==> config.mk <==
export PLATFORM = sky130hd
export DESIGN_NAME = conv_thread_cell
export DESIGN_NICKNAME = d
export VERILOG_FILES = /design/src/rtl/cvc_pkg.sv /design/src/rtl/cvc_coef_bank.sv /design/src/rtl/cvc_mul_pipe.sv /design/src/rtl/cvc_add_pipe.sv /design/src/rtl/conv_thread_cell.sv
export SDC_FILE = /design/constraint.sdc
export NUM_CORES = 1
export LEC_CHECK = 0
export ABC_AREA = 1
export ABC_CLOCK_PERIOD_IN_PS = 13000
export BUFFER_PORTS_ARGS = -buffer_cell sky130_fd_sc_hd__clkbuf_2
export CORE_MARGIN = 5
export CORE_UTILIZATION = 30
export CTS_BUF_LIST = sky130_fd_sc_hd__clkbuf_4 sky130_fd_sc_hd__clkbuf_8
export DETAILED_ROUTE_END_ITERATION = 12
export SLEW_MARGIN = 20
export SYNTH_ARGS = -nofsm -noshare
export SYNTH_HDL_FRONTEND = slang
export SYNTH_SLANG_ARGS = --single-unit
==> constraint.sdc <==
create_clock -name clk -period 13 [get_ports clk]
set_clock_uncertainty 0.2 [all_clocks]
set_input_delay 1.3 -clock clk [delete_from_list [all_inputs] [get_ports clk]]
set_output_delay 1.3 -clock clk [all_outputs]
set_load 0.02 [all_outputs]
==> src/rtl/cvc_pkg.sv <==
package cvc_pkg;
  localparam int unsigned CVC_DATA_W  = 16;
  localparam int unsigned CVC_THREADS = 4;
  localparam int unsigned CVC_MUL_LAT = 3;
  localparam int unsigned CVC_ADD_LAT = 3;
endpackage

==> src/rtl/cvc_coef_bank.sv <==
module cvc_coef_bank #(
  parameter int unsigned W  = 16,
  parameter int unsigned NT = 4,
  parameter int unsigned TW = 2
) (
  input  logic          clk,
  input  logic          rst_n,
  input  logic          we,
  input  logic [TW-1:0] wr_tid,
  input  logic [W-1:0]  wr_data,
  input  logic [TW-1:0] rd_tid,
  output logic [W-1:0]  rd_data
);
  logic [W-1:0] c_q [NT];

  always_ff @(posedge clk or negedge rst_n) begin
    if (!rst_n) begin
      for (int i = 0; i < NT; i++) c_q[i] <= '0;
    end else if (we) begin
      c_q[wr_tid] <= wr_data;
    end
  end

  // read returns the value held before any write on this edge
  assign rd_data = c_q[rd_tid];

  for (genvar g = 0; g < NT; g++) begin : g_iso
    // a write aimed at another stream leaves this entry alone
    a_r9_other_stream_kept: assert property (@(posedge clk) disable iff (!rst_n)
      (we && (wr_tid != TW'(g))) |=> $stable(c_q[g]));
  end
endmodule

==> src/rtl/cvc_mul_pipe.sv <==
module cvc_mul_pipe #(
  parameter int unsigned W   = 16,
  parameter int unsigned LAT = 3,
  parameter int unsigned TW  = 2
) (
  input  logic          clk,
  input  logic          rst_n,
  input  logic          en,
  input  logic          in_v,
  input  logic [TW-1:0] in_tid,
  input  logic [W-1:0]  in_x,
  input  logic [W-1:0]  in_c,
  input  logic [W-1:0]  in_y,
  output logic          out_v,
  output logic [TW-1:0] out_tid,
  output logic [W-1:0]  out_x,
  output logic [W-1:0]  out_p,
  output logic [W-1:0]  out_y
);
  localparam int unsigned PW = 2 * W;

  logic [PW-1:0] full_prod;
  assign full_prod = {{W{1'b0}}, in_x} * {{W{1'b0}}, in_c};

  logic          v_q [LAT];
  logic [TW-1:0] t_q [LAT];
  logic [W-1:0]  x_q [LAT];
  logic [W-1:0]  p_q [LAT];
  logic [W-1:0]  y_q [LAT];

  always_ff @(posedge clk or negedge rst_n) begin
    if (!rst_n) begin
      for (int i = 0; i < LAT; i++) begin
        v_q[i] <= 1'b0;
        t_q[i] <= '0;
        x_q[i] <= '0;
        p_q[i] <= '0;
        y_q[i] <= '0;
      end
    end else if (en) begin
      v_q[0] <= in_v;
      t_q[0] <= in_tid;
      x_q[0] <= in_x;
      p_q[0] <= full_prod[W-1:0];
      y_q[0] <= in_y;
      for (int i = 1; i < LAT; i++) begin
        v_q[i] <= v_q[i-1];
        t_q[i] <= t_q[i-1];
        x_q[i] <= x_q[i-1];
        p_q[i] <= p_q[i-1];
        y_q[i] <= y_q[i-1];
      end
    end
  end

  assign out_v   = v_q[LAT-1];
  assign out_tid = t_q[LAT-1];
  assign out_x   = x_q[LAT-1];
  assign out_p   = p_q[LAT-1];
  assign out_y   = y_q[LAT-1];
endmodule

==> src/rtl/cvc_add_pipe.sv <==
module cvc_add_pipe #(
  parameter int unsigned W   = 16,
  parameter int unsigned LAT = 3,
  parameter int unsigned TW  = 2
) (
  input  logic          clk,
  input  logic          rst_n,
  input  logic          en,
  input  logic          in_v,
  input  logic [TW-1:0] in_tid,
  input  logic [W-1:0]  in_x,
  input  logic [W-1:0]  in_p,
  input  logic [W-1:0]  in_y,
  output logic          out_v,
  output logic [TW-1:0] out_tid,
  output logic [W-1:0]  out_x,
  output logic [W-1:0]  out_s
);
  logic          v_q [LAT];
  logic [TW-1:0] t_q [LAT];
  logic [W-1:0]  x_q [LAT];
  logic [W-1:0]  s_q [LAT];

  always_ff @(posedge clk or negedge rst_n) begin
    if (!rst_n) begin
      for (int i = 0; i < LAT; i++) begin
        v_q[i] <= 1'b0;
        t_q[i] <= '0;
        x_q[i] <= '0;
        s_q[i] <= '0;
      end
    end else if (en) begin
      v_q[0] <= in_v;
      t_q[0] <= in_tid;
      x_q[0] <= in_x;
      s_q[0] <= in_y + in_p;
      for (int i = 1; i < LAT; i++) begin
        v_q[i] <= v_q[i-1];
        t_q[i] <= t_q[i-1];
        x_q[i] <= x_q[i-1];
        s_q[i] <= s_q[i-1];
      end
    end
  end

  assign out_v   = v_q[LAT-1];
  assign out_tid = t_q[LAT-1];
  assign out_x   = x_q[LAT-1];
  assign out_s   = s_q[LAT-1];
endmodule

==> src/rtl/conv_thread_cell.sv <==
module conv_thread_cell
  import cvc_pkg::*;
#(
  parameter int unsigned DATA_W  = CVC_DATA_W,
  parameter int unsigned THREADS = CVC_THREADS,
  parameter int unsigned MUL_LAT = CVC_MUL_LAT,
  parameter int unsigned ADD_LAT = CVC_ADD_LAT,
  localparam int unsigned TID_W  = (THREADS > 1) ? $clog2(THREADS) : 1
) (
  input  logic              clk,
  input  logic              rst_n,
  input  logic              in_valid,
  output logic              in_ready,
  input  logic [DATA_W-1:0] in_x,
  input  logic [DATA_W-1:0] in_y,
  output logic              out_valid,
  input  logic              out_ready,
  output logic [DATA_W-1:0] out_x,
  output logic [DATA_W-1:0] out_y,
  output logic [TID_W-1:0]  out_tid,
  input  logic              coef_we,
  input  logic [TID_W-1:0]  coef_tid,
  input  logic [DATA_W-1:0] coef_data
);
  logic advance, accept;
  assign advance  = !out_valid || out_ready;
  assign in_ready = advance;
  assign accept   = in_valid && advance;

  // stream rotation: moves only when a sample is taken
  logic [TID_W-1:0] tid_cnt;
  always_ff @(posedge clk or negedge rst_n) begin
    if (!rst_n)      tid_cnt <= '0;
    else if (accept) tid_cnt <= (tid_cnt == TID_W'(THREADS - 1)) ? '0 : tid_cnt + 1'b1;
  end

  logic [DATA_W-1:0] coef_rd;
  cvc_coef_bank #(.W(DATA_W), .NT(THREADS), .TW(TID_W)) u_coef (
    .clk(clk), .rst_n(rst_n), .we(coef_we), .wr_tid(coef_tid),
    .wr_data(coef_data), .rd_tid(tid_cnt), .rd_data(coef_rd)
  );

  // operand read stage
  logic              rd_v;
  logic [TID_W-1:0]  rd_tid;
  logic [DATA_W-1:0] rd_x, rd_y, rd_c;
  always_ff @(posedge clk or negedge rst_n) begin
    if (!rst_n) begin
      rd_v   <= 1'b0;
      rd_tid <= '0;
      rd_x   <= '0;
      rd_y   <= '0;
      rd_c   <= '0;
    end else if (advance) begin
      rd_v   <= accept;
      rd_tid <= tid_cnt;
      rd_x   <= in_x;
      rd_y   <= in_y;
      rd_c   <= coef_rd;
    end
  end

  logic              m_v;
  logic [TID_W-1:0]  m_tid;
  logic [DATA_W-1:0] m_x, m_p, m_y;
  cvc_mul_pipe #(.W(DATA_W), .LAT(MUL_LAT), .TW(TID_W)) u_mul (
    .clk(clk), .rst_n(rst_n), .en(advance),
    .in_v(rd_v), .in_tid(rd_tid), .in_x(rd_x), .in_c(rd_c), .in_y(rd_y),
    .out_v(m_v), .out_tid(m_tid), .out_x(m_x), .out_p(m_p), .out_y(m_y)
  );

  logic              a_v;
  logic [TID_W-1:0]  a_tid;
  logic [DATA_W-1:0] a_x, a_s;
  cvc_add_pipe #(.W(DATA_W), .LAT(ADD_LAT), .TW(TID_W)) u_add (
    .clk(clk), .rst_n(rst_n), .en(advance),
    .in_v(m_v), .in_tid(m_tid), .in_x(m_x), .in_p(m_p), .in_y(m_y),
    .out_v(a_v), .out_tid(a_tid), .out_x(a_x), .out_s(a_s)
  );

  // channel write stage
  always_ff @(posedge clk or negedge rst_n) begin
    if (!rst_n) begin
      out_valid <= 1'b0;
      out_tid   <= '0;
      out_x     <= '0;
      out_y     <= '0;
    end else if (advance) begin
      out_valid <= a_v;
      out_tid   <= a_tid;
      out_x     <= a_x;
      out_y     <= a_s;
    end
  end

  // checker state: stream number of the last result taken
  logic [TID_W-1:0] last_tid_q;
  always_ff @(posedge clk or negedge rst_n) begin
    if (!rst_n)                      last_tid_q <= TID_W'(THREADS - 1);
    else if (out_valid && out_ready) last_tid_q <= out_tid;
  end

  // results leave in strict stream rotation
  a_r2_tid_rotation: assert property (@(posedge clk) disable iff (!rst_n)
    (out_valid && out_ready) |->
      out_tid == ((last_tid_q == TID_W'(THREADS - 1)) ? '0 : last_tid_q + 1'b1));

  // an offered result is held while the consumer is not ready
  a_r6_hold_stalled: assert property (@(posedge clk) disable iff (!rst_n)
    (out_valid && !out_ready) |=>
      (out_valid && $stable(out_x) && $stable(out_y) && $stable(out_tid)));

  // no stream slot is used while the output is blocked
  a_r7_blocked_no_entry: assert property (@(posedge clk) disable iff (!rst_n)
    (out_valid && !out_ready) |=> $stable(tid_cnt));

  // an idle input cycle does not advance the rotation
  a_r8_bubble_no_slot: assert property (@(posedge clk) disable iff (!rst_n)
    !in_valid |=> $stable(tid_cnt));
endmodule

== Word-level counts from Yosys, hierarchy flattened ==
Cells that the tools add are included.

* Reductions and logical operators: 4
* Mux-type cells: 7
* $mul: 1
* Eq/ne operators: 1
* $lt $le $gt $ge: 3
* Bitwise gates (word level): 2
* Add/sub/neg operators: 2

{| class="wikitable"
|+ Operators by type and width
! kind !! count
|-
| 64-bit bitwise mux || 1
|-
| 16-bit two-way mux || 3
|-
| 16-bit binary-select mux with 2-bit select || 1
|-
| 16-bit demux with 2-bit select || 1
|-
| 16-bit adder || 1
|-
| 16-bit by 16-bit multiplier with 16-bit output || 1
|-
| 3-bit greater-or-equal comparator (second input constant) || 2
|-
| 2-bit NOT with 3-bit output || 2
|-
| 3-bit by 1-bit less-than comparator with 1-bit output (second input constant) || 1
|-
| 2-bit by 1-bit adder with 2-bit output (second input constant) || 1
|-
| 2-bit equality test (second input constant) || 1
|-
| 1-bit logical AND || 2
|-
| 2-bit two-way mux || 1
|-
| 1-bit zero test || 1
|-
| 1-bit logical OR || 1
|}

* Word-level logic and storage cells: 61
* Bits of input ports: 55
* Bits in registers: 410

== Depth between registers and ports, before layout ==
* Depth after elaboration: 6
* Mapped depth: 28
* Depth with buffers taken out: 27

== Hierarchy ==
From an unflattened synthesis, not the netlist that was laid out.

* Cells, all modules: 2802
* Area total of the unflattened synthesis: 22391.5 um^2

{| class="wikitable"
|+ Modules (own cells, without submodules)
! module !! instances !! cells an instance !! area each (um^2) !! sequential area each (um^2)
|-
| cvc_mul_pipe || 1 || 1307 || 10372.4 || 3828.7
|-
| cvc_add_pipe || 1 || 642 || 5052.3 || 2627.5
|-
| conv_thread_cell || 1 || 383 || 3513.4 || 2202.1
|-
| cvc_coef_bank || 1 || 470 || 3453.3 || 1601.5
|}

== Worst setup path after synthesis ==
OpenSTA, ideal clock, no wires.

* Path kind: register to register
* Start point: register rd_c[1]
* End point: register u_mul.p_q[47] in the netlist's numbering
* Required time: 12683 ps
* Data arrival time: 5161 ps
* Period minus slack after synthesis: 5478 ps
* Path slack: 7522 ps
* Buffers on the path: 2
* Stages on the path, launching flop included: 25
* Cell sequence: dfrtp_1 > clkbuf_1 > clkbuf_1 > nand2_1 > fa_1 > fa_1 > fa_1 > fa_1 > inv_1 > fa_1 > inv_1 > fa_1 > inv_1 > ha_1 > nand2_1 > nor2_1 > nand3_1 > nand3_1 > nand2_1 > inv_1 > nor2_1 > o21bai_2 > nand3_1 > nand3_1 > nand2_1

* Cells in the longest elaborated chain, start to end: 1

{| class="wikitable"
|+ Ends and longest elaborated chain
! item !! line !! text
|-
| from (decl) || conv_thread_cell.sv:46 || <nowiki>logic [DATA_W-1:0] rd_x, rd_y, rd_c;</nowiki>
|-
| from (signal assigned) || conv_thread_cell.sv:59 || <nowiki>rd_c <= coef_rd;</nowiki>
|-
| 16-bit by 16-bit multiplier with 16-bit output || cvc_mul_pipe.sv:23 || <nowiki>assign full_prod = {{W{1'b0}}, in_x} * {{W{1'b0}}, in_c};</nowiki>
|-
| to (signal, indexed assignment) || cvc_mul_pipe.sv:50 || <nowiki>p_q[i] <= p_q[i-1];</nowiki>
|-
| to (decl) || cvc_mul_pipe.sv:28 || <nowiki>logic [W-1:0] p_q [LAT];</nowiki>
|}

No other way between the ends.
A chain may end at the register's enable or synchronous reset.

== Worst setup path after layout ==
Ends and elaborated chain as after synthesis.

==> impl_results.md <==
- Status: finished, final reports clean
- Core area: 68,500 µm²
- Pins over their slew limit: 0
- CP endpoint kind: register
- Most common cell in the netlist: nand2_1
- Top cells by count, synth: nand2_1, dfrtp_1, inv_1
- CP arrival: 5.91 ns
- Required time of the critical path: 13.34 ns
- DRT iter0 DRCs: roughly 1.2k
- FILL cells: 7,262
- Largest cells by area after synthesis: dfrtp_1, nand2_1, fa_1
- Final WS setup: 7.42 ns
- First-pass GRT wire length: 76,100 µm
- Ports: 91
- Port Buffers: 90
- Num CTS Buffers: 70
- Detailed Routing Iterations Pass 1: 5
- Post-Route WL: about 45,000 µm
- Worst slew pin tran: around 1.0 ns
- Rel. slew slack: 0.312
- Final net count: 2,712
- CTS tree: yes
- Post-CTS Resized: 0
- Clock slew at reported path FFs: around 0.06 ns
- Tcrit/Tclk final: 0.429
- DRC: 0
- Layout cells sized above 1: 0.0982
- Number of buffers added for setup after CTS: 0
- Post-Syn Area: 20,600 µm²
- Vias/cell: 4.38
- Multi-input logic area: roughly 8600 µm²
- Total vias in the final route: 15.1k
- Initial antenna violation count: 0
- MaxCap Viol Count: 0
- Worst Hold Class: reg2reg
- Startpoint types: register
- Antenna cell count: 0
- Total grt overflow: 0
- FP Rows: 96
- Starting Density: 0.301
- Clk Latency, worst-skew pair: 0.66 ns
- Die span in y: 272 µm
- Total Die Area: 74,100 µm²
- Syn_area_per_cell: 8.40 µm²
- Total GRT Usage: 0.122
- FF+latch area: 10,300 µm²
- Unique masters post-synth: 39
- Bufs on Longest Clock Path: 3
- Crit-path max FO: 16
- Synth Register Bits: 410
- Final setup TNS: 0 ns
- Setup violators final: 0
- Yosys warnings: 0
- Main synth FF type: dfrtp_1
- Final Util: 0.341
- FFs w/ async S/R, synth: 1.00
- Setup WS pre-CTS: 7.40 ns
- Worst-path cell chain: nand2_1 > fa_1 > fa_1 > fa_1 > fa_1 > inv_1 > fa_1 > inv_1 > fa_1 > inv_1 > ha_1 > nand2_1 > nor2_1 > nand3_1 > nand3_1 > nand2_1 > inv_1 > nor2_1 > o21bai_2 > nand3_1 > nand3_1 > nand2_1
- Root Driver: clkbuf_8
- Die Wd: between 200 and 300 µm
- Largest area contributor in the netlist: dfrtp_1
- Remaining antenna violation count after routing: 0
- Gp weighted congestion: 0.855
- Fin. Hold Viols: 0
- H-tree depth: 3
- Period minus WS final: 5.58 ns
- Critical path class: reg2reg
- Crit-path slowest cell: dfrtp_1
- F_max: 179 MHz
- Number of flops mapped to enable cells by yosys: 0
- Net count after synthesis: 2,659
- Vias in the first global route: between 10k and 15k
- CTS sink cnt: between 400 and 500
- Cell repeated most along the worst path: fa_1
- Pin count of the biggest net entering global routing: 177
- CP max stage delay: 0.66 ns
- Sequential share of the synthesized area: 0.497
- # hold bufs at CTS: 0
- Final HPWL DP: 29,400 µm
- Area grow syn2layout: 13.2%
- WL per Instance: 13.0 µm
- RSZ-0062 raised after global routing: no
- Synth Instances: roughly 2.5k
- Yosys top cell area share: 0.497
==> registers in the layout, summed over array words and instances (netlist names), 4 cells and up <==
| name | count |
|---|---|
| u_add.t_q | 4 |
| rd_c | 16 |
| u_add.x_q | 32 |
| out_y | 16 |
| u_mul.out_x | 16 |
| u_mul.x_q | 32 |
| u_coef.c_q | 64 |
| u_mul.t_q | 4 |
| u_add.s_q | 32 |
| u_add.out_s | 16 |
| u_mul.y_q | 32 |
| rd_y | 16 |
| u_mul.p_q | 32 |
| u_mul.out_y | 16 |
| out_x | 16 |
| u_mul.out_p | 16 |
| u_add.out_x | 16 |
| rd_x | 16 |
==> metrics by stage <==
step,hold WS (ns),cells,area (µm²)
CTS,0.246,3447,23300
floorplan,0.240,2458,20600
global route,0.276,3447,23300
global placement,0.249,3321,21800
detailed placement,0.251,3321,21800
finish,0.252,3447,23300
==> cell type report <==
| type | count | share of cell area |
|---|---|---|
| Clock buffer | 111 | 0.0609 |
| Timing Repair Buffer | 102 | 0.0241 |
| Sequential cell | 410 | 0.439 |
| Multi-Input combinational cell | 1589 | 0.367 |
| Clock inverter | 15 | 0.00622 |
| Tap cell | 882 | 0.0473 |
| Inverter | 338 | 0.0547 |
==> critical path: cells and delay by family (launching register included) <==
| family | cells | cell delay [ns] |
|---|---|---|
| AOI/OAI and AO/OA | 1 | 0.12 |
| and+or+nand+nor | 10 | 0.92 |
| DFF | 1 | 0.66 |
| buffers and inverters | 4 | 0.20 |
| adders and majority gates | 7 | 3.38 |
==> cell usage in the layout, fill, tap and decap left out, drive strengths merged <==
cell type / n
o21ai: 285
a21oi: 28
clkinv: 6
clkbuf: 200
xnor2: 5
inv: 345
xor2: 7
nand2: 936
o211ai: 1
or2: 3
nand4: 4
a311oi: 1
buf: 13
fa: 81
nor4: 1
a221oi: 1
a21o: 3
dfrtp: 410
nand3b: 5
o21bai: 1
a31oi: 10
clkinvlp: 2
nor3: 7
o22ai: 11
ha: 65
nor2: 85
nand3: 45
o31ai: 4
==> metal layers <==
layer / global-route usage / routed length, µm / vias to the layer above
li1: - / - / 7659
met1: 0.182 / 23000 / 7106
met2: 0.181 / 19100 / 251
met3: 0.0274 / 1950 / 70
met4: 0.0304 / 802 / 0
met5: 0 / 0 / -
==> cells by family (layout without fill, tap and decap cells) <==
kind of cell | after synthesis | in the layout | synth area share
simple gates | 1086 | 1086 | 0.205
buf+inv | 459 | 566 | 0.0874
flops | 410 | 410 | 0.497
compound gates | 345 | 345 | 0.0869
fa+ha+maj | 146 | 146 | 0.118
xor+xnor | 12 | 12 | 0.00546
==> path summary, 6_finish.rpt <==
path / start / endpoint / slack (ns) / cells after the start
worst max-delay path: rd_c[1]$_DFFE_PN0N_ / u_mul.p_q[47]$_DFFE_PN0N_ / 7.42 / 22
worst min-delay path: u_mul.x_q[26]$_DFFE_PN0N_ / u_mul.out_x[10]$_DFFE_PN0N_ / 0.25 / 2
worst max register to register: rd_c[1]$_DFFE_PN0N_ / u_mul.p_q[47]$_DFFE_PN0N_ / 7.42 / 22
worst min register to register: u_mul.x_q[26]$_DFFE_PN0N_ / u_mul.out_x[10]$_DFFE_PN0N_ / 0.25 / 2
max in group asynchronous: rst_n / u_add.s_q[17]$_DFFE_PN0N_ / 9.81 / 3
min in group asynchronous: rst_n / u_coef.c_q[57]$_DFFE_PN0P_ / 0.47 / 1
Power is left out: the tool's default activity adds up to more than one toggle a clock period on the data nets, which glitch-free logic cannot reach.
